[config.mk]
export PLATFORM = sky130hd
export DESIGN_NAME = irqc_top
export DESIGN_NICKNAME = d
export VERILOG_FILES = /design/src/rtl/irqc_pkg.sv /design/src/rtl/irqc_capture.sv /design/src/rtl/irqc_regs.sv /design/src/rtl/irqc_prio.sv /design/src/rtl/irqc_top.sv
export SDC_FILE = /design/constraint.sdc
export NUM_CORES = 1
export LEC_CHECK = 0
export BUFFER_PORTS_ARGS = -buffer_cell sky130_fd_sc_hd__buf_2
export CAP_MARGIN = 20
export CORE_ASPECT_RATIO = 0.8
export CORE_MARGIN = 2
export CORE_UTILIZATION = 45
export DETAILED_ROUTE_END_ITERATION = 16
export HOLD_SLACK_MARGIN = 0.12
export PLACE_DENSITY = 0.68
export SYNTH_ARGS = -nofsm -noshare
export SYNTH_HDL_FRONTEND = slang
export SYNTH_SLANG_ARGS = --single-unit
[constraint.sdc]
create_clock -name clk -period 4.41 [get_ports clk]
set_clock_uncertainty 0.1 [all_clocks]
set_input_delay 0.6615 -clock clk [delete_from_list [all_inputs] [get_ports clk]]
set_output_delay 0.6615 -clock clk [all_outputs]
set_load 0.02 [all_outputs]
[src/rtl/irqc_pkg.sv]
package irqc_pkg;

    localparam int NSRC          = 15;
    localparam int IDW           = $clog2(NSRC + 1);
    localparam int DW            = 32;
    localparam int AW            = 8;
    localparam int SYNC_STAGES   = 2;
    localparam int TEST_GATE_BIT = 19;

    localparam logic [AW-1:0] OFS_SHAPE = 8'h44;
    localparam logic [AW-1:0] OFS_PEND  = 8'h48;
    localparam logic [AW-1:0] OFS_MASK  = 8'h4C;
    localparam logic [AW-1:0] OFS_CLEAR = 8'h50;
    localparam logic [AW-1:0] OFS_FORCE = 8'h54;
    localparam logic [AW-1:0] OFS_TEST  = 8'hD0;

    localparam logic [7:0] TRAP_BASE = 8'h10;

    typedef logic [NSRC:0] src_vec_t;

    typedef enum logic [2:0] {
        REG_NONE,
        REG_SHAPE,
        REG_PEND,
        REG_MASK,
        REG_CLEAR,
        REG_FORCE,
        REG_TEST
    } reg_sel_e;

    typedef struct packed {
        logic     wr;
        reg_sel_e sel;
        logic [DW-1:0] data;
    } bus_req_t;

    function automatic reg_sel_e decode_addr(input logic [AW-1:0] a);
        case (a)
            OFS_SHAPE: return REG_SHAPE;
            OFS_PEND:  return REG_PEND;
            OFS_MASK:  return REG_MASK;
            OFS_CLEAR: return REG_CLEAR;
            OFS_FORCE: return REG_FORCE;
            OFS_TEST:  return REG_TEST;
            default:   return REG_NONE;
        endcase
    endfunction

    function automatic logic [7:0] trap_of(input logic [IDW-1:0] lvl);
        return (lvl == '0) ? 8'h00 : (TRAP_BASE + 8'(lvl));
    endfunction

endpackage

[src/rtl/irqc_capture.sv]
module irqc_capture
    import irqc_pkg::*;
#(
    parameter int N      = NSRC,
    parameter int STAGES = SYNC_STAGES
) (
    input  logic         clk,
    input  logic         rst,
    input  logic [N:0]   src,
    input  logic [N:0]   shape,
    output logic [N:0]   hit
);

    assign hit[0] = 1'b0;

    logic unused_bits;
    assign unused_bits = src[0] ^ shape[0];

    for (genvar i = 1; i <= N; i++) begin : g_src
        logic [STAGES:0] chain;
        always_ff @(posedge clk) begin
            if (rst) chain <= '0;
            else     chain <= {chain[STAGES-1:0], src[i]};
        end
        // sync is the settled sample, prev the one before it
        logic sync_q, prev_q;
        assign sync_q = chain[STAGES-1];
        assign prev_q = chain[STAGES];
        assign hit[i] = shape[i] ? (sync_q & ~prev_q) : sync_q;
    end

endmodule

[src/rtl/irqc_regs.sv]
module irqc_regs
    import irqc_pkg::*;
#(
    parameter int N    = NSRC,
    parameter int W    = DW,
    parameter int GATE = TEST_GATE_BIT,
    localparam int LW  = $clog2(N + 1)
) (
    input  logic           clk,
    input  logic           rst,
    input  bus_req_t       req,
    input  logic [N:0]     hit,
    input  logic           ack,
    input  logic [LW-1:0]  ack_lvl,
    output logic [N:0]     pending,
    output logic [N:0]     mask,
    output logic [N:0]     shape,
    output logic [W-1:0]   rdata
);

    logic          test_en;
    logic [N:0]    wr_bits;
    logic [N:0]    frc_vec, clr_vec, ack_vec, set_vec, pend_d;
    logic          frc_wr;
    localparam logic [N:0] NO_BIT0 = {{N{1'b1}}, 1'b0};

    assign wr_bits = req.data[N:0] & NO_BIT0;
    assign frc_wr  = req.wr && req.sel == REG_FORCE;
    assign frc_vec = (frc_wr && test_en) ? wr_bits : '0;
    assign ack_vec = ack ? ((N+1)'(1) << ack_lvl) : '0;
    assign clr_vec = ((req.wr && req.sel == REG_CLEAR) ? wr_bits : '0) | ack_vec;
    assign set_vec = (hit | frc_vec) & NO_BIT0;
    // a set in the same cycle overrides any clear
    assign pend_d  = ((pending & ~clr_vec) | set_vec) & NO_BIT0;

    always_ff @(posedge clk) begin
        if (rst) begin
            pending <= '0;
            mask    <= NO_BIT0;
            shape   <= '0;
            test_en <= 1'b0;
        end else begin
            pending <= pend_d;
            if (req.wr && req.sel == REG_MASK)  mask    <= wr_bits;
            if (req.wr && req.sel == REG_SHAPE) shape   <= wr_bits;
            if (req.wr && req.sel == REG_TEST)  test_en <= req.data[GATE];
        end
    end

    always_comb begin
        case (req.sel)
            REG_SHAPE: rdata = W'(shape);
            REG_PEND:  rdata = W'(pending);
            REG_MASK:  rdata = W'(mask);
            REG_TEST:  rdata = W'(test_en) << GATE;
            default:   rdata = '0;
        endcase
    end

    AST_FORCE_GATED: assert property (@(posedge clk) disable iff (rst)
        (|(pending & ~$past(pending) & ~$past(hit))) |-> $past(frc_wr && test_en));

    AST_ACK_CLEARS: assert property (@(posedge clk) disable iff (rst)
        (ack && ack_lvl != '0 && !set_vec[ack_lvl]) |=> !pending[$past(ack_lvl)]);

endmodule

[src/rtl/irqc_prio.sv]
module irqc_prio
    import irqc_pkg::*;
#(
    parameter int N   = NSRC,
    localparam int LW = $clog2(N + 1)
) (
    input  logic [N:0]    pending,
    input  logic [N:0]    mask,
    output logic [LW-1:0] level,
    output logic [7:0]    trap
);

    logic [N:0] active;
    assign active = pending & ~mask;

    always_comb begin
        level = '0;
        for (int i = 1; i <= N; i++) begin
            if (active[i]) level = LW'(i);
        end
    end

    assign trap = trap_of(level);

endmodule

[src/rtl/irqc_top.sv]
module irqc_top
    import irqc_pkg::*;
(
    input  logic           clk,
    input  logic           rst,
    input  logic [NSRC:0]  irq_src,
    input  logic           bus_sel,
    input  logic           bus_we,
    input  logic [AW-1:0]  bus_addr,
    input  logic [DW-1:0]  bus_wdata,
    output logic [DW-1:0]  bus_rdata,
    output logic [IDW-1:0] irq_level,
    output logic [7:0]     irq_trap,
    input  logic           irq_ack,
    input  logic [IDW-1:0] ack_level
);

    bus_req_t  req;
    src_vec_t  hit, pending, mask, shape;
    logic [DW-1:0] reg_rdata;

    assign req.wr   = bus_sel & bus_we;
    assign req.sel  = bus_sel ? decode_addr(bus_addr) : REG_NONE;
    assign req.data = bus_wdata;

    irqc_capture u_cap (
        .clk   (clk),
        .rst   (rst),
        .src   (irq_src),
        .shape (shape),
        .hit   (hit)
    );

    irqc_regs u_regs (
        .clk     (clk),
        .rst     (rst),
        .req     (req),
        .hit     (hit),
        .ack     (irq_ack),
        .ack_lvl (ack_level),
        .pending (pending),
        .mask    (mask),
        .shape   (shape),
        .rdata   (reg_rdata)
    );

    irqc_prio u_prio (
        .pending (pending),
        .mask    (mask),
        .level   (irq_level),
        .trap    (irq_trap)
    );

    assign bus_rdata = bus_sel ? reg_rdata : '0;

    AST_LEVEL_ACTIVE: assert property (@(posedge clk) disable iff (rst)
        irq_level != '0 |-> (pending[irq_level] && !mask[irq_level]));

    AST_IDLE_LEVEL: assert property (@(posedge clk) disable iff (rst)
        (|(pending & ~mask)) |-> irq_level != '0);

endmodule

==> impl_metrics.json <==
{
  "synth_simple_gate_area_share_pct": 27.2,
  "crit_fanout": 8,
  "p_per_area_nw_per_um2": 326,
  "start_kind": "primary input",
  "die_y_um": 88.3,
  "diodes": 0,
  "synth_top_family_by_area": "simple AND/OR/NAND/NOR gates",
  "antenna_found_initial": 0,
  "synth_top_cell_by_area": "dfxtp_1",
  "dp_hpwl_um": 7000,
  "max_slew_margin_pct": 39.3,
  "cts_buffers": 9,
  "drc": 0,
  "path_buf_inv": 3,
  "rrSetupSlack_ns": 2.77,
  "multiInputGateArea_um2": 1900,
  "crit_path_end_kind": "output port",
  "internal_power_uw": 1110,
  "fin_nets": 619,
  "grt_pass1_wl_um": 15500,
  "wl_per_cell_um": 14.8,
  "first_pass_iters": 5,
  "cts_tree": "yes",
  "cpMostUsedCell": "buf_2",
  "final-seq-area_um2": 1820,
  "num_rows": 30,
  "vdd_drop_max_mv": 0.170,
  "cts_resized": 0,
  "synth_xor_area_share_pct": 0,
  "whs_ns": 0.340,
  "hold_path.class": "reg -> reg",
  "dieArea_um2": 9650,
  "critPathSlowestCell": "nor3_2",
  "holdPathEnd": "u_cap.g_src[1].chain[1]",
  "clk_pin_slew_worst_paths_ns": 0.08,
  "max_stage_delay_ns": 0.59,
  "insertion_delay_ns": 0.36,
  "yosysUniqueCellTypes": 35,
  "hp-start": "u_cap.g_src[1].chain[0]",
  "period_share_pct": 76.1,
  "maxCapViolCount": 0,
  "finalHoldViolCount": 0,
  "viasPerCell": 5.38,
  "power_frac_clock_pct": 34.9,
  "p_seq_share_pct": 57.9,
  "final-setup-viol-count": 0,
  "floorplan.core_area_um2": 8560,
  "fillers": 836,
  "p_comb_share_pct": 7.2,
  "whs_path_depth": 1,
  "ys_seq_area_share_pct": 45.6,
  "ios": 109,
  "drv_slew": 0,
  "cp_top_family": "simple AND/OR/NAND/NOR gates",
  "port_buffers": 72,
  "syn_area_per_cell_um2": 8.15,
  "reg2regPathDepth": 4,
  "clock-sinks": 91,
  "cts_root_buf": "clkbuf_8",
  "outcome": "finished, final reports clean",
  "start_util_pct": 46.7,
  "setup_tns_ns": 0,
  "cp.required_ns": 3.65,
  "drt_iter0_drc": 238,
  "netlist_instances": 490,
  "r2r-end": "u_regs.pending[7]",
  "yosys.area.top_type_share_pct": 45.6,
  "grt_max_degree": 53,
  "leakagePower_uw": 0.00192,
  "p_sw_share_pct": 25.1,
  "switchingPower_uw": 371,
  "syn_to_final_growth_pct": 13.5,
  "clk_path_buf_depth": 2,
  "cts_setup_buffers": 0,
  "cts_htree_levels": 3,
  "num_vias": 3612,
  "antenna_left": 0,
  "grt_util_all_layers_pct": 21.1,
  "grt_pass1_vias": 3243,
  "syn-cell-area_um2": 3990,
  "max_clock_freq_mhz": 298,
  "gp_congestion": 0.831,
  "rsz0062_at_grt": "no",
  "drive_above_1_share_pct": 17.9,
  "totalWireLength_um": 9940,
  "fp.dieW_um": 109,
  "holdBufCountCts": 0,
  "ys_seq_elements": 91,
  "yosys_warnings": 0,
  "r2r_start": "u_regs.test_en",
  "fin_crit_ns": 3.36,
  "netlist_top_cells_area": "dfxtp_1 (46%), nand2_1 (9.6%), nor2b_1 (8.8%)",
  "crit_type": "in -> out",
  "cp_cell_sequence": "buf_2 > nor4b_4 > nand4b_2 > nor3_2 > buf_4 > a22oi_1 > nand2_1 > buf_2",
  "synth-adder-area-share_pct": 0,
  "synthMuxAreaShare_pct": 0.251,
  "synth_compound_area_share_pct": 18.5,
  "grt_overflow": 0,
  "tightestPinTransition_ns": 0.910,
  "critPathArrivalTime_ns": 2.59
}
[placed cells by master (no fill, tap or decap)]
cell,netlist,final
o211ai_1,3,3
or3_4,1,1
o31ai_1,19,19
a211o_1,15,15
or3_1,2,2
nor3_1,3,3
nor2b_1,56,56
buf_4,19,6
nor4b_4,1,1
nand2b_1,10,10
inv_1,22,22
clkinv_4,0,1
or3b_2,1,1
and2_1,1,1
mux2i_1,1,1
buf_2,4,72
nand3_2,1,1
a311oi_1,1,1
clkinvlp_4,0,2
a22oi_1,10,10
clkbuf_8,0,10
nand3b_1,4,4
nand3_1,8,8
nor3_2,2,2
nor4_1,1,1
o21ai_0,27,27
inv_6,0,1
a222oi_1,5,5
nand4b_2,1,1
clkbuf_1,17,1
conb_1,1,19
a21boi_0,1,1
nand2_1,102,102
clkinv_2,0,1
nor2_1,24,24
o21ai_1,1,1
a21oi_1,32,32
dfxtp_1,91,91
[Yosys cell counts, drive strengths merged]
master / count
nand3: 9
nor4: 1
o211ai: 3
nand4b: 1
mux2i: 1
buf: 26
conb: 1
and2: 1
inv: 22
or3b: 1
a21boi: 1
a21oi: 32
or3: 3
nand2: 102
nor4b: 1
o21ai: 28
dfxtp: 91
nor2: 24
o31ai: 19
clkbuf: 17
nand3b: 4
a211o: 15
a222oi: 5
nor2b: 56
nand2b: 10
nor3: 5
a22oi: 10
a311oi: 1
[sequential cells by signal, summed over array words and instances, names as in the netlist]
register	flops
u_regs.test_en	1
u_cap.g_src.chain	45
u_regs.pending	15
u_regs.shape	15
u_regs.mask	15
[logic make-up after synthesis]
| logic type | Yosys count |
|---|---|
| other cells | 1 |
| flops | 91 |
| compound gates | 114 |
| mux | 1 |
| buf+inv | 65 |
| simple gates | 218 |
[routing by layer]
metal | track usage [%] | up-vias | wire, um
li1 | - | 1737 | -
met1 | 28.5 | 1693 | 4480
met2 | 33.6 | 168 | 4420
met3 | 5.45 | 14 | 901
met4 | 6.10 | 0 | 138
met5 | 0 | - | 0
[worst max-delay path by stage]
stage / end / depth (start not counted) / start / slack, ns
floorplan: bus_rdata[10] / 6 / bus_addr[1] / 1.60
global placement: bus_rdata[8] / 8 / bus_addr[1] / 1.11
detailed placement: bus_rdata[8] / 8 / bus_addr[1] / 1.05
CTS: bus_rdata[8] / 8 / bus_addr[1] / 1.03
global route: bus_rdata[11] / 8 / bus_addr[1] / 0.90
finish: bus_rdata[8] / 8 / bus_addr[1] / 1.05
[area by class of cell]
type / instances / area share [%]
tap: 112 / 3.09
multi-input combinational: 352 / 42.0
clock buffer: 11 / 3.12
timing repair buffer: 78 / 8.94
inverter: 22 / 1.82
sequential: 91 / 40.2
clock inverter: 5 / 0.828
[power by group through the flow]
stage          registers, uW  clock network [uW]  logic, uW
6_report                 855                 516        106
5_1_grt                  858                 566        118
4_1_cts                  855                 526        106
3_5_place_dp             874                   0        106
3_3_place_gp             874                   0        103
2_1_floorplan            871                   0       76.7
[stage by stage]
stage	instances	total power, uW	instance area, um^2	setup WS, ns	utilization (%)
floorplan	508	948	4060	1.60	-
global placement	655	977	4350	1.11	50.9
detailed placement	655	980	4350	1.05	50.9
CTS	671	1490	4530	1.03	53.0
global route	671	1540	4530	0.905	53.0
finish	671	1480	4530	1.05	53.0
No activity file was read; power rests on OpenSTA's default activity.
